## config.mk

```make
export PLATFORM = sky130hd
export DESIGN_NAME = scl_phase_gen
export DESIGN_NICKNAME = d
export VERILOG_FILES = /design/src/rtl/scl_tmg_pkg.sv /design/src/rtl/scl_unit_counter.sv /design/src/rtl/scl_strobe_gen.sv /design/src/rtl/scl_phase_gen.sv
export SDC_FILE = /design/constraint.sdc
export NUM_CORES = 1
export LEC_CHECK = 0
export ABC_AREA = 1
export ABC_CLOCK_PERIOD_IN_PS = 2020
export BUFFER_PORTS_ARGS = -buffer_cell sky130_fd_sc_hd__buf_2
export CAP_MARGIN = 20
export CORE_UTILIZATION = 45
export DETAILED_ROUTE_END_ITERATION = 16
export GPL_ROUTABILITY_DRIVEN = 0
export MAX_ROUTING_LAYER = met4
export PLACE_DENSITY_LB_ADDON = 0.2
export SLEW_MARGIN = 25
export SYNTH_ARGS = -nofsm -noshare
export SYNTH_HDL_FRONTEND = slang
export SYNTH_SLANG_ARGS = --single-unit
```

## constraint.sdc

```tcl
create_clock -name clk -period 2.02 [get_ports clk]
set_input_delay 0.202 -clock clk [delete_from_list [all_inputs] [get_ports clk]]
set_output_delay 0.202 -clock clk [all_outputs]
set_load 0.01 [all_outputs]
```

## src/rtl/scl_tmg_pkg.sv

```systemverilog
package scl_tmg_pkg;
    typedef enum logic [1:0] {
        ST_IDLE = 2'd0,
        ST_LOW  = 2'd1,
        ST_HIGH = 2'd2,
        ST_PARK = 2'd3
    } scl_state_e;
endpackage

```

## src/rtl/scl_unit_counter.sv

```systemverilog
module scl_unit_counter #(
    parameter int FIELD_W = 16,
    parameter int PRE_W   = 3
) (
    input  logic               clk,
    input  logic               rst_n,
    input  logic               clear_i,
    input  logic               adv_i,
    output logic [PRE_W-1:0]   pre_o,
    output logic [FIELD_W-1:0] unit_o,
    output logic               unit_end_o
);
    localparam logic [PRE_W-1:0] PRE_LAST = {PRE_W{1'b1}};

    logic [PRE_W-1:0]   pre_q;
    logic [FIELD_W-1:0] unit_q;

    // prescale counter carries into the unit counter
    always_ff @(posedge clk or negedge rst_n) begin
        if (!rst_n) begin
            pre_q  <= '0;
            unit_q <= '0;
        end else if (clear_i) begin
            pre_q  <= '0;
            unit_q <= '0;
        end else if (adv_i) begin
            pre_q <= pre_q + 1'b1;
            if (pre_q == PRE_LAST)
                unit_q <= unit_q + 1'b1;
        end
    end

    assign unit_end_o = adv_i && (pre_q == PRE_LAST);
    assign pre_o      = pre_q;
    assign unit_o     = unit_q;


    carry_step_chk: assert property (@(posedge clk) disable iff (!rst_n)
        (adv_i && !clear_i && pre_q == PRE_LAST) |=> (pre_q == '0 && unit_q == $past(unit_q) + 1'b1));
endmodule

```

## src/rtl/scl_strobe_gen.sv

```systemverilog
module scl_strobe_gen
    import scl_tmg_pkg::*;
#(
    parameter int FIELD_W = 16,
    parameter int PRE_W   = 3,
    parameter int HOLD_W  = 4
) (
    input  scl_state_e                 state_i,
    input  logic                       en_i,
    input  logic                       scl_in_i,
    input  logic [FIELD_W+PRE_W-1:0]   elapsed_i,
    input  logic [FIELD_W-1:0]         high_f_i,
    input  logic [HOLD_W-1:0]          hold_i,
    input  logic                       extra_i,
    input  logic                       start_req_i,
    input  logic                       stop_req_i,
    output logic                       drive_stb_o,
    output logic                       sample_stb_o,
    output logic                       start_stb_o,
    output logic                       stop_stb_o
);
    localparam int EW = FIELD_W + PRE_W;

    logic [EW-1:0]     hold_pt;
    logic [EW-1:0]     mid_pt;
    logic [EW-1:0]     setup_pt;
    logic [HOLD_W:0]   setup_units;
    logic [FIELD_W:0]  high_units;
    logic              high_live;
    logic              cond_pt;

    always_comb begin
        setup_units = {1'b0, hold_i} + {{HOLD_W{1'b0}}, extra_i};
        high_units  = {1'b0, high_f_i} + 1'b1;
        hold_pt     = EW'(hold_i) << PRE_W;
        setup_pt    = EW'(setup_units) << PRE_W;
        mid_pt      = EW'(high_units) << (PRE_W - 1);
        high_live   = en_i && (state_i == ST_HIGH) && scl_in_i;
        cond_pt     = high_live && (elapsed_i == setup_pt);

        drive_stb_o  = en_i && (state_i == ST_LOW) && (elapsed_i == hold_pt);
        sample_stb_o = high_live && (elapsed_i == mid_pt);
        start_stb_o  = cond_pt && start_req_i;
        stop_stb_o   = cond_pt && stop_req_i && !start_req_i;
    end
endmodule

```

## src/rtl/scl_phase_gen.sv

```systemverilog
module scl_phase_gen
    import scl_tmg_pkg::*;
#(
    parameter int FIELD_W = 16,
    parameter int PRE_W   = 3,
    parameter int HOLD_W  = 4
) (
    input  logic                 clk,
    input  logic                 rst_n,
    input  logic                 enable_i,
    input  logic [2*FIELD_W-1:0] div_word_i,
    input  logic [HOLD_W-1:0]    hold_i,
    input  logic                 start_extra_i,
    input  logic                 start_req_i,
    input  logic                 stop_req_i,
    input  logic                 scl_in_i,
    output logic                 scl_low_o,
    output logic                 sda_drive_stb_o,
    output logic                 sda_sample_stb_o,
    output logic                 start_stb_o,
    output logic                 stop_stb_o
);
    localparam int EW = FIELD_W + PRE_W;

    scl_state_e          state_q, state_d;
    logic [FIELD_W-1:0]  low_f, high_f;
    logic [PRE_W-1:0]    pre_cnt;
    logic [FIELD_W-1:0]  unit_cnt;
    logic                unit_end;
    logic                cnt_clear, cnt_adv;
    logic [EW-1:0]       elapsed;
    logic                low_done, high_done;
    logic                stop_hit;

    assign low_f  = div_word_i[FIELD_W-1:0];
    assign high_f = div_word_i[2*FIELD_W-1:FIELD_W];

    scl_unit_counter #(.FIELD_W(FIELD_W), .PRE_W(PRE_W)) cnt_i (
        .clk        (clk),
        .rst_n      (rst_n),
        .clear_i    (cnt_clear),
        .adv_i      (cnt_adv),
        .pre_o      (pre_cnt),
        .unit_o     (unit_cnt),
        .unit_end_o (unit_end)
    );

    assign elapsed = {unit_cnt, pre_cnt};

    scl_strobe_gen #(.FIELD_W(FIELD_W), .PRE_W(PRE_W), .HOLD_W(HOLD_W)) stb_i (
        .state_i      (state_q),
        .en_i         (enable_i),
        .scl_in_i     (scl_in_i),
        .elapsed_i    (elapsed),
        .high_f_i     (high_f),
        .hold_i       (hold_i),
        .extra_i      (start_extra_i),
        .start_req_i  (start_req_i),
        .stop_req_i   (stop_req_i),
        .drive_stb_o  (sda_drive_stb_o),
        .sample_stb_o (sda_sample_stb_o),
        .start_stb_o  (start_stb_o),
        .stop_stb_o   (stop_hit)
    );

    assign stop_stb_o = stop_hit;
    assign cnt_adv    = (state_q == ST_LOW) || (state_q == ST_HIGH && scl_in_i);
    assign low_done   = (state_q == ST_LOW)  && unit_end && (unit_cnt == low_f);
    assign high_done  = (state_q == ST_HIGH) && unit_end && (unit_cnt == high_f);
    assign cnt_clear  = (state_d != state_q) || (state_q == ST_IDLE) || (state_q == ST_PARK);

    always_ff @(posedge clk or negedge rst_n) begin
        if (!rst_n) state_q <= ST_IDLE;
        else        state_q <= state_d;
    end

    always_comb begin
        state_d = state_q;
        unique case (state_q)
            ST_IDLE: if (enable_i) state_d = ST_LOW;
            ST_LOW: begin
                if (!enable_i)     state_d = ST_IDLE;
                else if (low_done) state_d = ST_HIGH;
            end
            ST_HIGH: begin
                if (!enable_i)      state_d = ST_IDLE;
                else if (stop_hit)  state_d = ST_PARK;
                else if (high_done) state_d = ST_LOW;
            end
            ST_PARK: if (!enable_i) state_d = ST_IDLE;
            default: state_d = ST_IDLE;
        endcase
    end

    always_comb begin
        scl_low_o = (state_q == ST_LOW);
    end


    idle_release_chk: assert property (@(posedge clk) disable iff (!rst_n)
        !enable_i |=> (state_q == ST_IDLE && !scl_low_o));


    stretch_freeze_chk: assert property (@(posedge clk) disable iff (!rst_n)
        (enable_i && state_q == ST_HIGH && !scl_in_i) |=> (state_q == ST_HIGH && $stable(elapsed)));


    low_len_chk: assert property (@(posedge clk) disable iff (!rst_n)
        (state_q == ST_HIGH && $past(state_q) == ST_LOW) |->
            ($past(elapsed) == {$past(low_f), {PRE_W{1'b1}}}));


    high_len_chk: assert property (@(posedge clk) disable iff (!rst_n)
        (state_q == ST_LOW && $past(state_q) == ST_HIGH) |->
            ($past(elapsed) == {$past(high_f), {PRE_W{1'b1}}}));


    park_after_stop_chk: assert property (@(posedge clk) disable iff (!rst_n)
        (stop_stb_o && enable_i) |=> (state_q == ST_PARK && !scl_low_o));
endmodule

```

; ---- Yosys cells after proc, flatten, opt, wreduce, memory -nomap -nowiden
; Cells that the tools add are included.
[word_totals]
ff_bits = 21
[op_classes]
n_addsub = 4
eq_ne = 10
muxes = 13
reduce_logical = 23
[ops]
columns = op, count
row1 = $mux 16, 3
row2 = $eq 16x16->1, 2
row3 = $eq 19x19->1, 1
row4 = $eq 19x7->1, 1
row5 = $eq 19x8->1, 1
row6 = $add 16x1->17 const B, 1
row7 = $add 16x1->16 const B, 1
row8 = $logic_and 1x1->1, 15
row9 = $mux 2, 7
row10 = $pmux 2 s4, 1
row11 = $mux 3, 2
row12 = $add 4x1->5, 1
row13 = $eq 2x2->1 const B, 2
row14 = $reduce_bool 2->1, 2
row15 = $add 3x1->3 const B, 1
row16 = $eq 3x3->1 const B, 1
row17 = $logic_or 1x1->1, 3
row18 = $eq 2x1->1 const B, 1
row19 = $logic_not 2->1, 1
row20 = $ne 2x2->1, 1
row21 = $reduce_and 2->1, 1
row22 = $logic_not 1->1, 1

; ---- Logic depth before layout (Yosys ltp)
[depth]
ltp_word = 15
ltp_mapped = 16
mapped_depth_nobuf = 14

; ---- Cells and area by module
; Synthesis repeated with hierarchy kept, for this count alone.
[hier_totals]
hier_cells = 494
area_unflattened_um2 = 2866.5
[by_module_without_submodules]
columns = module, n_inst, cells_per_inst, area_per_inst_um2
row1 = scl_unit_counter, 1, 139, 1113.6
row2 = scl_strobe_gen, 1, 201, 975.9
row3 = scl_phase_gen, 1, 154, 777.0

; ---- Worst setup path after synthesis
; OpenSTA, ideal clock, no wires.
[synth_timing]
path_type = input port to flip-flop
startpoint = input port hold_i[0]
endpoint = register cnt_i.unit_q[14] (netlist: cnt_i.unit_o[14])
t_arrival_ns = 1.678
required_ns = 1.901
path_slack_ns = 0.224
path_stages = 14
n_path_buf = 1
cell_sequence = ha_1 > ha_1 > inv_1 > nand2_1 > nand3_1 > nor2_1 > nand4_1 > nand3_1 > nand2_1 > nand3_1 > nand2_4 > buf_4 > nand4_1 > nand2_1
[synth_via]
elab_chain_len = 13
word_cells_on_any_way = 15
cone_classes = add/sub (1) / eq/ne (2) / mux (4) / reduce/logical (8)
[synth_rtl]
columns = element, line
row1 = "start, declared", scl_phase_gen.sv:12  ; input logic [HOLD_W-1:0] hold_i,
row2 = $add 4x1->5 (*), scl_strobe_gen.sv:33  ; setup_units = {1'b0, hold_i} + {{HOLD_W{1'b0}}, extra_i};
row3 = $eq 19x8->1 (*), scl_strobe_gen.sv:39  ; cond_pt = high_live && (elapsed_i == setup_pt);
row4 = $logic_and 1x1->1 (*), scl_strobe_gen.sv:39
row5 = $logic_and 1x1->1 (*) (2 in a row), scl_strobe_gen.sv:44  ; stop_stb_o = cond_pt && stop_req_i && !start_req_i;
row6 = $mux 2 (*), scl_phase_gen.sv:87  ; else if (stop_hit) state_d = ST_PARK;
row7 = $mux 2 (*), scl_phase_gen.sv:86  ; if (!enable_i) state_d = ST_IDLE;
row8 = $pmux 2 s4 (*), scl_phase_gen.sv:79  ; unique case (state_q)
row9 = $ne 2x2->1 (*), scl_phase_gen.sv:70  ; assign cnt_clear = (state_d != state_q) || (state_q == ST_IDLE) || (state_q == ST_PARK);
row10 = $logic_or 1x1->1 (*) (2 in a row), scl_phase_gen.sv:70
row11 = $reduce_bool 2->1 (no line), n/a
row12 = $reduce_and 2->1 (no line), n/a
row13 = "end signal, assigned", scl_unit_counter.sv:29  ; unit_q <= unit_q + 1'b1;
row14 = "end, declared", scl_unit_counter.sv:16  ; logic [FIELD_W-1:0] unit_q;
; Mark *: on every way between the ends. The rest lies on a longest branch, timed or not.
; A chain may end at the register's enable or synchronous reset.

; ---- Final worst setup path
[layout_timing]
startpoint = register cnt_i.pre_q[1] (netlist: cnt_i.pre_o[1])
endpoint = output port sda_sample_stb_o
[layout_via]
elab_chain_len = 2
[layout_rtl]
columns = element, line
row1 = "start, declared", scl_unit_counter.sv:15  ; logic [PRE_W-1:0] pre_q;
row2 = "start signal, assigned", scl_unit_counter.sv:27  ; pre_q <= pre_q + 1'b1;
row3 = $eq 19x19->1, scl_strobe_gen.sv:42  ; sample_stb_o = high_live && (elapsed_i == mid_pt);
row4 = $logic_and 1x1->1, scl_strobe_gen.sv:42
row5 = "end, declared", scl_phase_gen.sv:19  ; output logic sda_sample_stb_o,
; Every way passes these cells.

==> metrics.cfg <==
[logic_synthesis]
synth-simple-area-share_pct=49.0
yosys.area_share.xor_xnor_pct=12.9
ys_seq_area_share_pct=18.4
synth.largest_area_cell=dfrtp_1
syn_area_um2=2850
ys.flop_type=dfrtp_1
synth_warnings=0
synth_top_area_share_pct=18.4
synth_adder_area_share_pct=3.07
ys_types=34
synth_top_family_by_area=simple AND/OR/NAND/NOR gates
synth-async-reset-ratio_pct=100
synth_edf_count=0
synthTopCellsByCount=nand2_1 (136), nor2_1 (67), inv_1 (63), xor2_1 (37), nand4_1 (31)
yosys-top-cells-area=dfrtp_1 (18%), nand2_1 (18%), xor2_1 (11%)
synth_seq_cells=21
syn-instance-count=483
synth_mux_area_share_pct=0
syn-num-nets=533
yosysMostFrequentCell=nand2_1
syn_avg_cell_area_um2=5.90
synth_compound_area_share_pct=3.42

[die]
die_area_um2=6660
row_count=28
start_util_pct=47.3
die_width_um=81.6
io_pins=48
die-height_um=81.6
coreArea_um2=6030

[worst_setup_path]
cp-end-kind=output port
required_ps=1820
r2r-start=cnt_i.pre_o[0]
crit_type=flop to output port
r2r.worst_path.cells=15
critPathMaxFanout=2
cp-startpoint=cnt_i.pre_o[1]
cp_slowest_stage_delay_ps=400
r2r-end=cnt_i.pre_o[2]
critPathArrivalTime_ps=1940
cp-start-kind=flop
cpMostUsedCell=nor2_1
rrSetupSlack_ps=-100
crit_path_end=sda_sample_stb_o
cp_cell_sequence=inv_2 -> ha_4 -> inv_4 -> a21oi_2 -> o211ai_1 -> nor3_1 -> nand2_1 -> nor2_1 -> nand3_1 -> nor2_1 -> nand4_1 -> nor2_1 -> buf_2
cpMaxStageDelayCell=dfrtp_1

[clock_tree]
cts_sinks=21
cts.clk_slew.worst_paths_ps=90
cts_max_path_buffers=2
cts_root_buf=clkbuf_8
clk_latency_ps=270
htree_levels=1
cts_tree=yes
numCtsBuffers=3

[pwr]
leakage_nw=2.03
pwr-share-clk_pct=20.7
switching_share_pct=38.9
cellPowerDensity_nw_per_um2=384
finalPower_mw=1.46
p_int_uw=893
combPwrFrac_pct=48.5
peakVddDrop_uv=605
p_sw_uw=569
pwr-share-seq_pct=30.8

[grt]
grt_util_all_layers_pct=27.8
antenna_found_initial=0
grt_pass1_wl_um=13700
grt_pass1_vias=3017
overflow=0
grt_max_degree=22

[flow_run]
maxCapViolCount=0

[timing]
drv_slew=0
worst_slew_pin_slew_ps=512
relSlewSlack_pct=65.9
clock_skew_ps=1.87
grt_setup_unrepaired=yes
setup_violations=23
final_hold_viol_count=0
max_freq_mhz=466
fin_crit_ps=2150
fin_ws_ps=-126
period_share_pct=106

[finish]
area_growth_pct=33.4
layout-drive-gt1-share_pct=29.6
utilization_pct=63.1
nets=629
antenna_cells=0
fin_area_um2=3800

[place]
numPortBuffers=47
dpl-instance-area_um2=3450
hpwl_um=6830

[min_path]
hp-class=input port to flop
hold_path.startpoint=enable_i

[detailed_routing]
firstDrtPassIters=4
ant_nets=0
routed_wl_um=8750
post_drt_wl_per_cell_um=13.4
drc=0
vias_per_cell=5.16
drt_iter0_markers=178
dr_total_vias=3370

[outcome]
violations=setup timing
status=finished with violations

cell families (layout without fill, tap and decap cells):
| logic type | Yosys count | in the layout |
|---|---|---|
| xor+xnor | 42 | 42 |
| simple gates | 307 | 307 |
| buf+inv | 88 | 183 |
| compound gates | 18 | 18 |
| flops | 21 | 21 |
| fa+ha+maj | 7 | 7 |
layer usage:
metal  vias to the layer above  wire [µm]  GRT usage [%]  share of wire (%)
li1                       1701          -              -                  -
met1                      1566       3900           35.7                 45
met2                        91       4350           46.6                 50
met3                        12        369           1.78                4.2
met4                         0        129           8.77                1.5
met5                         -          0              -                  0
flip-flops by register name, summed over array words and instances (netlist names):
register / flops
cnt_i.pre_o: 3
cnt_i.unit_o: 16
state_q: 2
power groups by stage:
stage / Combinational [mW] / Clock (mW) / Sequential (mW)
finish: 0.710 / 0.303 / 0.450
global route: 0.786 / 0.317 / 0.451
floorplan: 0.342 / 0 / 0.459
global placement: 0.566 / 0 / 0.455
detailed placement: 0.578 / 0 / 0.458
CTS: 0.658 / 0.306 / 0.450
worst min path at each step:
stage,endpoint,slack [ps],cells after the start
2_1_floorplan,cnt_i.pre_o[0],-90,0
3_3_place_gp,cnt_i.unit_o[15],200,1
3_5_place_dp,cnt_i.unit_o[15],200,1
4_1_cts,state_q[0],260,3
5_1_grt,state_q[0],300,3
6_report,state_q[0],290,3
cell type report:
cell class,instances,area [µm²]
clock buffers,3,41.3
clock inverters,1,7.51
fillers,601,2220
inverters,71,273
multi-input cells,374,2100
flip-flops and latches,21,533
well taps,75,93.8
repair buffers,108,758
critical path: cells and delay by family, from the launching register on:
family                   cells  cell delay (ps)
AND/OR/NAND/NOR              7              710
flip-flops                   1              400
buffers and inverters        3              250
AO/OA/AOI/OAI                2              190
adder cells (fa/ha/maj)      1              140
stage by stage:
step | hold slack [ps] | setup TNS, ps | instances | worst slack, ps
after floorplan | -93.6 | 0 | 483 | 224
after global placement | 198 | -563 | 633 | -71.9
after detailed placement | 200 | -1380 | 633 | -133
after CTS | 258 | -334 | 644 | -245
after global routing | 300 | -4330 | 653 | -273
final | 285 | -1580 | 653 | -126
cells in the final DEF (no fill, tap or decap), types with 9 or more instances in the layout:
master and instances:
nor3_1 12, dfrtp_1 15, nand4_1 31, nand3_1 24
o21ai_0 9, nand2_1 135, xor2_1 36, buf_2 47
nor2_2 13, inv_1 60, nor2_1 60, buf_4 54
what timing repair did:
action,4_1_cts,5_1_grt
setup buffers,6,8
hold buffers,1,0
resized for setup,16,27
pin swaps,13,16
hold endpoints to repair,21,0
endpoints found under the setup margin,22,23
cloned,0,1
Power figures use the tool's default switching activity.
